$ cat config.mk
export PLATFORM = sky130hd
export DESIGN_NAME = sinc3_decimator
export DESIGN_NICKNAME = d
export VERILOG_FILES = /design/src/rtl/sinc3_pkg.sv /design/src/rtl/sinc3_ctrl.sv /design/src/rtl/sinc3_channel.sv /design/src/rtl/sinc3_datapath.sv /design/src/rtl/sinc3_decimator.sv
export SDC_FILE = /design/constraint.sdc
export NUM_CORES = 2
export LEC_CHECK = 0
export ABC_AREA = 1
export BUFFER_PORTS_ARGS = -buffer_cell sky130_fd_sc_hd__buf_2
export CORE_UTILIZATION = 59
export DETAILED_ROUTE_END_ITERATION = 10
export PLACE_DENSITY = 0.79
export SLEW_MARGIN = 20
export SYNTH_ARGS = -nofsm -noshare
export SYNTH_HDL_FRONTEND = slang
export SYNTH_SLANG_ARGS = --single-unit
$ cat constraint.sdc
create_clock -name clk -period 6.08 [get_ports clk]
set_input_delay 0.608 -clock clk [delete_from_list [all_inputs] [get_ports clk]]
set_output_delay 0.608 -clock clk [all_outputs]
set_load 0.1 [all_outputs]
$ cat src/rtl/sinc3_pkg.sv
package sinc3_pkg;
  localparam int SEL_W     = 2;
  localparam int BASE_LOG2 = 5;
  localparam int MAX_LOG2  = BASE_LOG2 + (1 << SEL_W) - 1;
  localparam int OUT_W     = 3 * MAX_LOG2 + 1;
  localparam int ACC_W     = OUT_W + 1;
  localparam int LAT_W     = $clog2(3 << (MAX_LOG2 - 1));

  typedef struct packed {
    logic             capture;
    logic             publish;
    logic [SEL_W-1:0] ratioSel;
  } decStrobe_t;
endpackage

$ cat src/rtl/sinc3_ctrl.sv
module sinc3_ctrl
  import sinc3_pkg::*;
(
  input  logic             clk,
  input  logic             rstN,
  input  logic [SEL_W-1:0] osrSel,
  input  logic             pwmSync,
  output decStrobe_t       strobe,
  output logic [LAT_W-1:0] latency
);
  localparam int CNT_W = MAX_LOG2;

  logic [SEL_W-1:0] selQ;
  logic [CNT_W-1:0] phaseCnt;
  logic [CNT_W-1:0] lastCnt;
  logic [1:0]       settleCnt;
  logic             selChange;
  logic             atEnd;
  logic             restart;
  logic             capture;

  always_comb begin
    lastCnt   = CNT_W'((1 << (BASE_LOG2 + int'(selQ))) - 1);
    selChange = (osrSel != selQ);
    atEnd     = (phaseCnt == lastCnt);
    // an aligned sync coincides with the natural wrap and restarts nothing
    restart   = selChange || (pwmSync && !atEnd);
    capture   = atEnd && !selChange;
    latency   = LAT_W'((3 << (BASE_LOG2 + int'(selQ) - 1)) - 1);
  end

  always_ff @(posedge clk or negedge rstN) begin
    if (!rstN) begin
      selQ      <= '0;
      phaseCnt  <= '0;
      settleCnt <= '0;
    end else begin
      selQ <= osrSel;
      if (restart || atEnd) phaseCnt <= '0;
      else                  phaseCnt <= phaseCnt + CNT_W'(1);
      if (restart)                              settleCnt <= '0;
      else if (capture && settleCnt != 2'd3)    settleCnt <= settleCnt + 2'd1;
    end
  end

  always_comb begin
    strobe.capture  = capture;
    strobe.publish  = capture && (settleCnt == 2'd3);
    strobe.ratioSel = selQ;
  end
endmodule

$ cat src/rtl/sinc3_channel.sv
module sinc3_channel
  import sinc3_pkg::*;
(
  input  logic             clk,
  input  logic             rstN,
  input  logic             bitIn,
  input  logic             capture,
  input  logic [SEL_W-1:0] ratioSel,
  output logic [OUT_W-1:0] sample
);
  logic [ACC_W-1:0] xVal;
  logic [ACC_W-1:0] integ1, integ2, integ3;
  logic [ACC_W-1:0] integ3Prev, diff1Prev, diff2Prev;
  logic [ACC_W-1:0] diff1, diff2, diff3;
  logic [ACC_W-1:0] fullScale;
  logic [OUT_W-1:0] sampleNext;

  always_comb begin
    xVal       = bitIn ? ACC_W'(1) : {ACC_W{1'b1}};
    diff1      = integ3 - integ3Prev;
    diff2      = diff1 - diff1Prev;
    diff3      = diff2 - diff2Prev;
    fullScale  = ACC_W'(1) << (3 * (BASE_LOG2 + int'(ratioSel)));
    sampleNext = OUT_W'((diff3 == fullScale) ? diff3 - ACC_W'(1) : diff3);
  end

  // integrators: every modulator clock, modular arithmetic
  always_ff @(posedge clk or negedge rstN) begin
    if (!rstN) begin
      integ1 <= '0;
      integ2 <= '0;
      integ3 <= '0;
    end else begin
      integ1 <= integ1 + xVal;
      integ2 <= integ2 + integ1;
      integ3 <= integ3 + integ2;
    end
  end

  // combs: only on capture edges
  always_ff @(posedge clk or negedge rstN) begin
    if (!rstN) begin
      integ3Prev <= '0;
      diff1Prev  <= '0;
      diff2Prev  <= '0;
      sample     <= '0;
    end else if (capture) begin
      integ3Prev <= integ3;
      diff1Prev  <= diff1;
      diff2Prev  <= diff2;
      sample     <= sampleNext;
    end
  end
endmodule

$ cat src/rtl/sinc3_datapath.sv
module sinc3_datapath
  import sinc3_pkg::*;
#(
  parameter int NUM_CH = 4
) (
  input  logic                    clk,
  input  logic                    rstN,
  input  logic [NUM_CH-1:0]       bitIn,
  input  decStrobe_t              strobe,
  output logic [NUM_CH*OUT_W-1:0] sampleOut,
  output logic                    sampleValid
);
  for (genvar ch = 0; ch < NUM_CH; ch++) begin : g_chan
    sinc3_channel u_chan (
      .clk      (clk),
      .rstN     (rstN),
      .bitIn    (bitIn[ch]),
      .capture  (strobe.capture),
      .ratioSel (strobe.ratioSel),
      .sample   (sampleOut[ch*OUT_W +: OUT_W])
    );
  end

  always_ff @(posedge clk or negedge rstN) begin
    if (!rstN) sampleValid <= 1'b0;
    else       sampleValid <= strobe.publish;
  end
endmodule

$ cat src/rtl/sinc3_decimator.sv
module sinc3_decimator
  import sinc3_pkg::*;
#(
  parameter int NUM_CH = 4
) (
  input  logic                    clk,
  input  logic                    rstN,
  input  logic [SEL_W-1:0]        osrSel,
  input  logic                    pwmSync,
  input  logic [NUM_CH-1:0]       bitIn,
  output logic [NUM_CH*OUT_W-1:0] sampleOut,
  output logic                    sampleValid,
  output logic [LAT_W-1:0]        latency
);
  decStrobe_t ctl;

  sinc3_ctrl u_ctrl (
    .clk     (clk),
    .rstN    (rstN),
    .osrSel  (osrSel),
    .pwmSync (pwmSync),
    .strobe  (ctl),
    .latency (latency)
  );

  sinc3_datapath #(.NUM_CH(NUM_CH)) u_dp (
    .clk         (clk),
    .rstN        (rstN),
    .bitIn       (bitIn),
    .strobe      (ctl),
    .sampleOut   (sampleOut),
    .sampleValid (sampleValid)
  );
endmodule

Word-level counts from Yosys, hierarchy flattened
Cells that the tools add are included.

Bits in registers: 737. Output and inout bits: 110. Input port bits: 9. Logic and storage cells: 98.

Equality and inequality tests: 8. Add/subtract/negate cells: 34. Multiplexer cells: 11. Reductions and logical operators: 9. Multiply operators: 1. Shift operators: 3.

Operator list (count): $add 26x26->26 (12); $sub 26x26->26 (12); $eq 26x26->1 (4); $mux 26 (4); $mux 25 (4); $sub 25x1->25 const B (4); $shl 1x32->8 const A (1); $shl 2x32->9 const A (1); $sub 32x2->32 const B (1); $shl 1x6->26 const A (1); $sub 9x2->9 const B (1); $add 8x1->8 const B (1); $eq 8x8->1 (1); $mux 8 (1); $sub 8x2->8 const B (1); $mul 2x4->6 const A (1); $add 3x2->4 const A (1); $logic_and 1x1->1 (4); $mux 2 (2); $add 2x1->2 const B (1); $eq 2x2->1 const B (1); $logic_not 1->1 (2); $logic_or 1x1->1 (2); $ne 2x2->1 (1); 2 further kinds (2).

Logic depth before layout (Yosys ltp)
Word-level depth: 9. Depth in mapped cells: 43. Mapped depth without buffers: 42.

Cells and area by module
A second synthesis with hierarchy kept.

Cell total of the unflattened synthesis: 8034. Area total of the unflattened synthesis: 58299.7 um2.

By module, submodules not included: sinc3_channel (u_dp.g_chan[1].u_chan) (cells each 2047, times used 1, area each 14579.0 um2); sinc3_channel (u_dp.g_chan[0].u_chan) (cells each 2011, times used 1, area each 14403.8 um2); sinc3_channel (u_dp.g_chan[2].u_chan) (cells each 1957, times used 1, area each 14259.9 um2); sinc3_channel (u_dp.g_chan[3].u_chan) (cells each 1920, times used 1, area each 14184.9 um2); sinc3_ctrl (cells each 98, times used 1, area each 847.1 um2); sinc3_datapath (cells each 1, times used 1, area each 25.0 um2).

Least setup slack after synthesis
Ideal clock, no wire load.

Kind: register to register. Start point: reg u_dp.g_chan[0].u_chan.integ3[0]. End point: reg u_dp.g_chan[0].u_chan.sample[21]. Setup slack: 269 ps. Data arrival time: 5691 ps. Stages on the path, launching flop included: 41. Buffers on the path: 1. Path through: dfrtp_1 -> inv_1 -> ha_1 -> fa_1 -> o21ai_0 -> a21oi_1 -> o21ai_0 -> nand3_1 -> nand2_1 -> nand2_1 -> nand2_1 -> nand2_1 -> nand2_1 -> nand2_1 -> o211ai_1 -> nand2_1 -> and2_1 -> ha_1 -> [... 5 more ...] -> a31oi_1 -> xor2_1 -> ha_1 -> inv_1 -> nor3_1 -> inv_1 -> nor3_1 -> nand3_1 -> nand3_1 -> nand2_1 -> nand2_1 -> xor2_1 -> nand2_1 -> nor2_4 -> buf_6 -> nand2_1 -> nand3_1 -> nand2_1.

Longest elaborated chain between the ends: 5.

RTL lines: start: declaration (line sinc3_channel.sv:12) `logic [ACC_W-1:0] integ1, integ2, integ3;`; start signal: assignment (line sinc3_channel.sv:36) `integ3 <= integ3 + integ2;`; $sub 26x26->26 (line sinc3_channel.sv:20) `diff1 = integ3 - integ3Prev;`; net u_dp.g_chan[0].u_chan.diff1[16] (line sinc3_channel.sv:14) `logic [ACC_W-1:0] diff1, diff2, diff3;`; $sub 26x26->26 (line sinc3_channel.sv:21) `diff2 = diff1 - diff1Prev;`; net u_dp.g_chan[0].u_chan.diff2[23] (line sinc3_channel.sv:14); $sub 26x26->26 (line sinc3_channel.sv:22) `diff3 = diff2 - diff2Prev;`; $eq 26x26->1 (line sinc3_channel.sv:24) `sampleNext = OUT_W'((diff3 == fullScale) ? diff3 - ACC_W'(1) : diff3);`; $mux 25 (line sinc3_channel.sv:24); end signal: assignment (line sinc3_channel.sv:51) `sample <= sampleNext;`; end: declaration (line sinc3_channel.sv:9) `output logic [OUT_W-1:0] sample`.

The timed path passes the listed nets, and every way through them passes these cells. A chain may end at the register's enable or synchronous reset.

Worst setup path after layout
Start point: reg u_dp.g_chan[3].u_chan.integ3[0]. End point: reg u_dp.g_chan[3].u_chan.sample[19].

Longest elaborated chain between the ends: 5.

RTL lines (line): start: declaration (sinc3_channel.sv:12); start signal: assignment (sinc3_channel.sv:36); $sub 26x26->26 * (sinc3_channel.sv:20); net u_dp.g_chan[3].u_chan.diff1[8] (sinc3_channel.sv:14); $sub 26x26->26 * (sinc3_channel.sv:21); net u_dp.g_chan[3].u_chan.diff2[13] (sinc3_channel.sv:14); $sub 26x26->26 * (sinc3_channel.sv:22); $sub 25x1->25 or $eq 26x26->1 (tied branches) (sinc3_channel.sv:24); $mux 25 * (sinc3_channel.sv:24); end signal: assignment (sinc3_channel.sv:51); end: declaration (sinc3_channel.sv:9).

The timed path passes the listed nets; every way through them passes the cells marked *.

==> impl_results.md <==
* HP Class: in2reg
* Post-synthesis sequential area ratio at 0.328
* Final WL at around 140 mm
* Hold Path Depth at 1
* Vias in the first global route at ~49000
* Port Buffers at roughly 120
* Netlist cell types at 61
* Area growth from synthesis to layout at 14.3%
* Pwr Total at roughly 38 mW
* H-tree lvl count at 3
* Clk Latency, worst-skew pair at ~0.66 ns
* Final setup violation count at 0
* CTS tree: built
* Asr flop ratio synth at 1.00
* Max IR drop VDD at 0.407 mV
* Total Nets Final at approximately 8500
* CP most frequent cell: nand2_1
* Cells after Synth at 7513
* Gpl congestion at between 0.9 and 1
* Hold Slack at 0.0925 ns
* Fmax at 170 MHz
* 1st-pass router iterations at 6
* DR vias at 51300
* Most common cell after layout, fill and taps aside: nand2_1
* Crit end category: register
* FF-to-FF path depth at 36
* Adder-Cell Fraction of Synth Area at 0.145
* First-pass GRT wire length at 236 mm
* Core area at 93900 um2
* Largest net degree at the start of global routing at 169
* Critical path's top delay family: simple AND/OR/NAND/NOR gates
* Cell Rows at 112
* Seq cells post-synth at 737
* Area share of and/or/nand/nor cells after synthesis at 0.220
* Final Hold Fails at 0
* Commonest register cell after synthesis: dfrtp_1
* Worst slew margin at 0.326
* Worst Skew at 0.0267 ns
* Mux cell area share after synthesis at 0
* Worst Tran Pin Value at 1.01 ns
* Initial DRC Count at 3258
* Synth warnings at 0
* Final min period at roughly 6 ns
* XOR/XNOR Fraction of Synth Area at 0.0832
* Max cap viols at 0
* Io pins at 119
* Post-Syn Area at 56300 um2
* Main combinational cell family by area after synthesis: simple AND/OR/NAND/NOR gates
* Worst setup path class: reg2reg
* Synthesized Nets at about 8000
* Initial antenna violation count at 2
* Post-DP HPWL at 109 mm
* CTS Root Cell: clkbuf_16
* Worst path required time at 6.68 ns
* Overflow left after global routing at 0
* Share of Yosys cell area claimed by the top area cell type at 0.328
* Clock transition at path regs at 0.06 ns
* Max-slew violations at 0
* CP peak stage delay at 0.40 ns
* Slowest CP cell: fa_2
* Final TNS setup at 0 ns
* Clock sink count at ~740
* Vias/cell at 5.60
* Post-synth EDFFs at 0
* Post-route DRC at 0
* CP arrival at 6.47 ns
* # diodes at 0
* Most frequent cells in the layout: 1808 x nand2_1, 962 x inv_1, 737 x dfrtp_1
* Final period util at 0.965
* Compound-Gate Fraction of Synth Area at 0.150
* ANT nets after route at 0
* FF/Latch Area at 18400 um2
* Area leader, netlist: dfrtp_1
* Share of layout cells above drive strength 1 at 0.105
* Buf+Inv Stages, Crit Path at 4
* # fillers at 7719
* Worst Setup Start Kind: register
* Setup repair after global routing missed its margin: true
* CTS Buffer Depth at 3
* CTS Buf Count at 86
* Tot GR Track Use at 0.290
* Pwr dens at 583 nW/um2
* Syn avg cell area at 7.50 um2
* Initial Util at 0.600
* Footprint of the multi-input gates at between 30000 and 40000 um2
* Average routed wire per standard cell at 15.8 um
* Die W at 311 um
* Pleak at 33.3 nW
* Total die area at 96700 um2
* WP depth at 36
* Status: complete, no violations
* Vert. Die Dim at 311 um
* Ranking of synthesized cells by area: dfrtp_1 33%, ha_1 14%, nand2_1 12%, inv_1 6.5%, a21oi_1 5.8%
* CP Max Fanout at 8
Yosys cell counts (all sizes together) (42+ instances only):
| master | number |
|---|---|
| inv | 981 |
| nand2 | 1865 |
| xor2 | 347 |
| xnor2 | 187 |
| o21ai | 638 |
| a31oi | 44 |
| nor2 | 459 |
| ha | 612 |
| clkbuf | 87 |
| o21bai | 42 |
| nand4 | 100 |
| a21oi | 662 |
| nor3 | 95 |
| dfrtp | 737 |
| nand3 | 382 |
power by group:
group	internal [mW]	leakage, nW	switching [mW]	total [mW]
Clock	3.29	1.47	2.14	5.43
Sequential	6.25	8.19	1.09	7.35
Combinational	9.25	23.6	15.5	24.8
Total	18.8	33.3	18.7	37.5
flip-flops by register name (all words and copies together), names as in the netlist:
name                           cells
u_dp.g_chan.u_chan.integ3Prev    104
u_ctrl.selQ                        2
u_dp.g_chan.u_chan.diff2Prev     104
u_dp.g_chan.u_chan.sample        100
u_dp.sampleValid                   1
u_dp.g_chan.u_chan.diff1Prev     104
u_dp.g_chan.u_chan.integ2        104
u_dp.g_chan.u_chan.integ3        104
u_ctrl.settleCnt                   2
u_ctrl.phaseCnt                    8
u_dp.g_chan.u_chan.integ1        104
per-layer routing:
metal / GRT usage / up-vias / routed length (um)
li1: - / 25600 / -
met1: 0.403 / 24100 / 66800
met2: 0.477 / 1332 / 66500
met3: 0.0283 / 268 / 7280
met4: 0.0876 / 0 / 4120
met5: 0 / - / 0
cell families (layout without fill, tap and decap cells):
logic type | after synthesis | in the layout
AO/OA/AOI/OAI | 1557 | 1557
buffers and inverters | 1084 | 1486
flip-flops | 737 | 737
XOR/XNOR | 534 | 534
AND/OR/NAND/NOR | 2965 | 2967
adder cells (fa/ha/maj) | 636 | 636
layout make-up:
type,instances,area share
Timing Repair Buffer,347,0.0382
Inverter,982,0.0574
Clock inverter,30,0.00601
Tap cell,1254,0.0244
Clock buffer,127,0.0403
Multi-Input combinational cell,5694,0.547
Sequential cell,737,0.287
worst reg2reg max path: cells and delay by family (launching register included):
| family | cells | cell delay (ns) |
|---|---|---|
| AO/OA/AOI/OAI | 4 | 0.62 |
| XOR/XNOR | 2 | 0.38 |
| adder cells (fa/ha/maj) | 4 | 1.31 |
| buffers and inverters | 4 | 0.42 |
| flip-flops | 1 | 0.35 |
| AND/OR/NAND/NOR | 22 | 2.71 |
what timing repair did:
action                                  CTS  global route
hold buffers                              1             0
buffers inserted                          6            61
gates cloned                              0             2
pin swaps                                 4           144
endpoints found under the hold margin    47             0
endpoints found under the setup margin   69           100
resized for setup                        17           354
stage by stage:
step,cells,cell area (um2),setup slack (ns),util
floorplan,7513,56300,0.269,-
global placement,8944,59300,-0.0163,0.631
detailed placement,8944,59300,-0.212,0.631
CTS,9108,62400,0.00522,0.664
global route,9171,64300,-0.205,0.685
finish,9171,64300,0.211,0.685
path summary, 6_finish.rpt:
path	end	from	slack, ns
max	u_dp.g_chan[3].u_chan.sample[19]	u_dp.g_chan[3].u_chan.integ3[0]	0.21
min	u_ctrl.selQ[1]	osrSel[1]	0.09
max reg2reg	u_dp.g_chan[3].u_chan.sample[19]	u_dp.g_chan[3].u_chan.integ3[0]	0.21
min reg2reg	u_dp.g_chan[0].u_chan.sample[23]	u_dp.g_chan[0].u_chan.sample[23]	0.47
max in group asynchronous	u_dp.g_chan[3].u_chan.sample[10]	rstN	4.05
min in group asynchronous	u_dp.g_chan[1].u_chan.integ1[24]	rstN	0.54
Power figures use the tool's default switching activity.
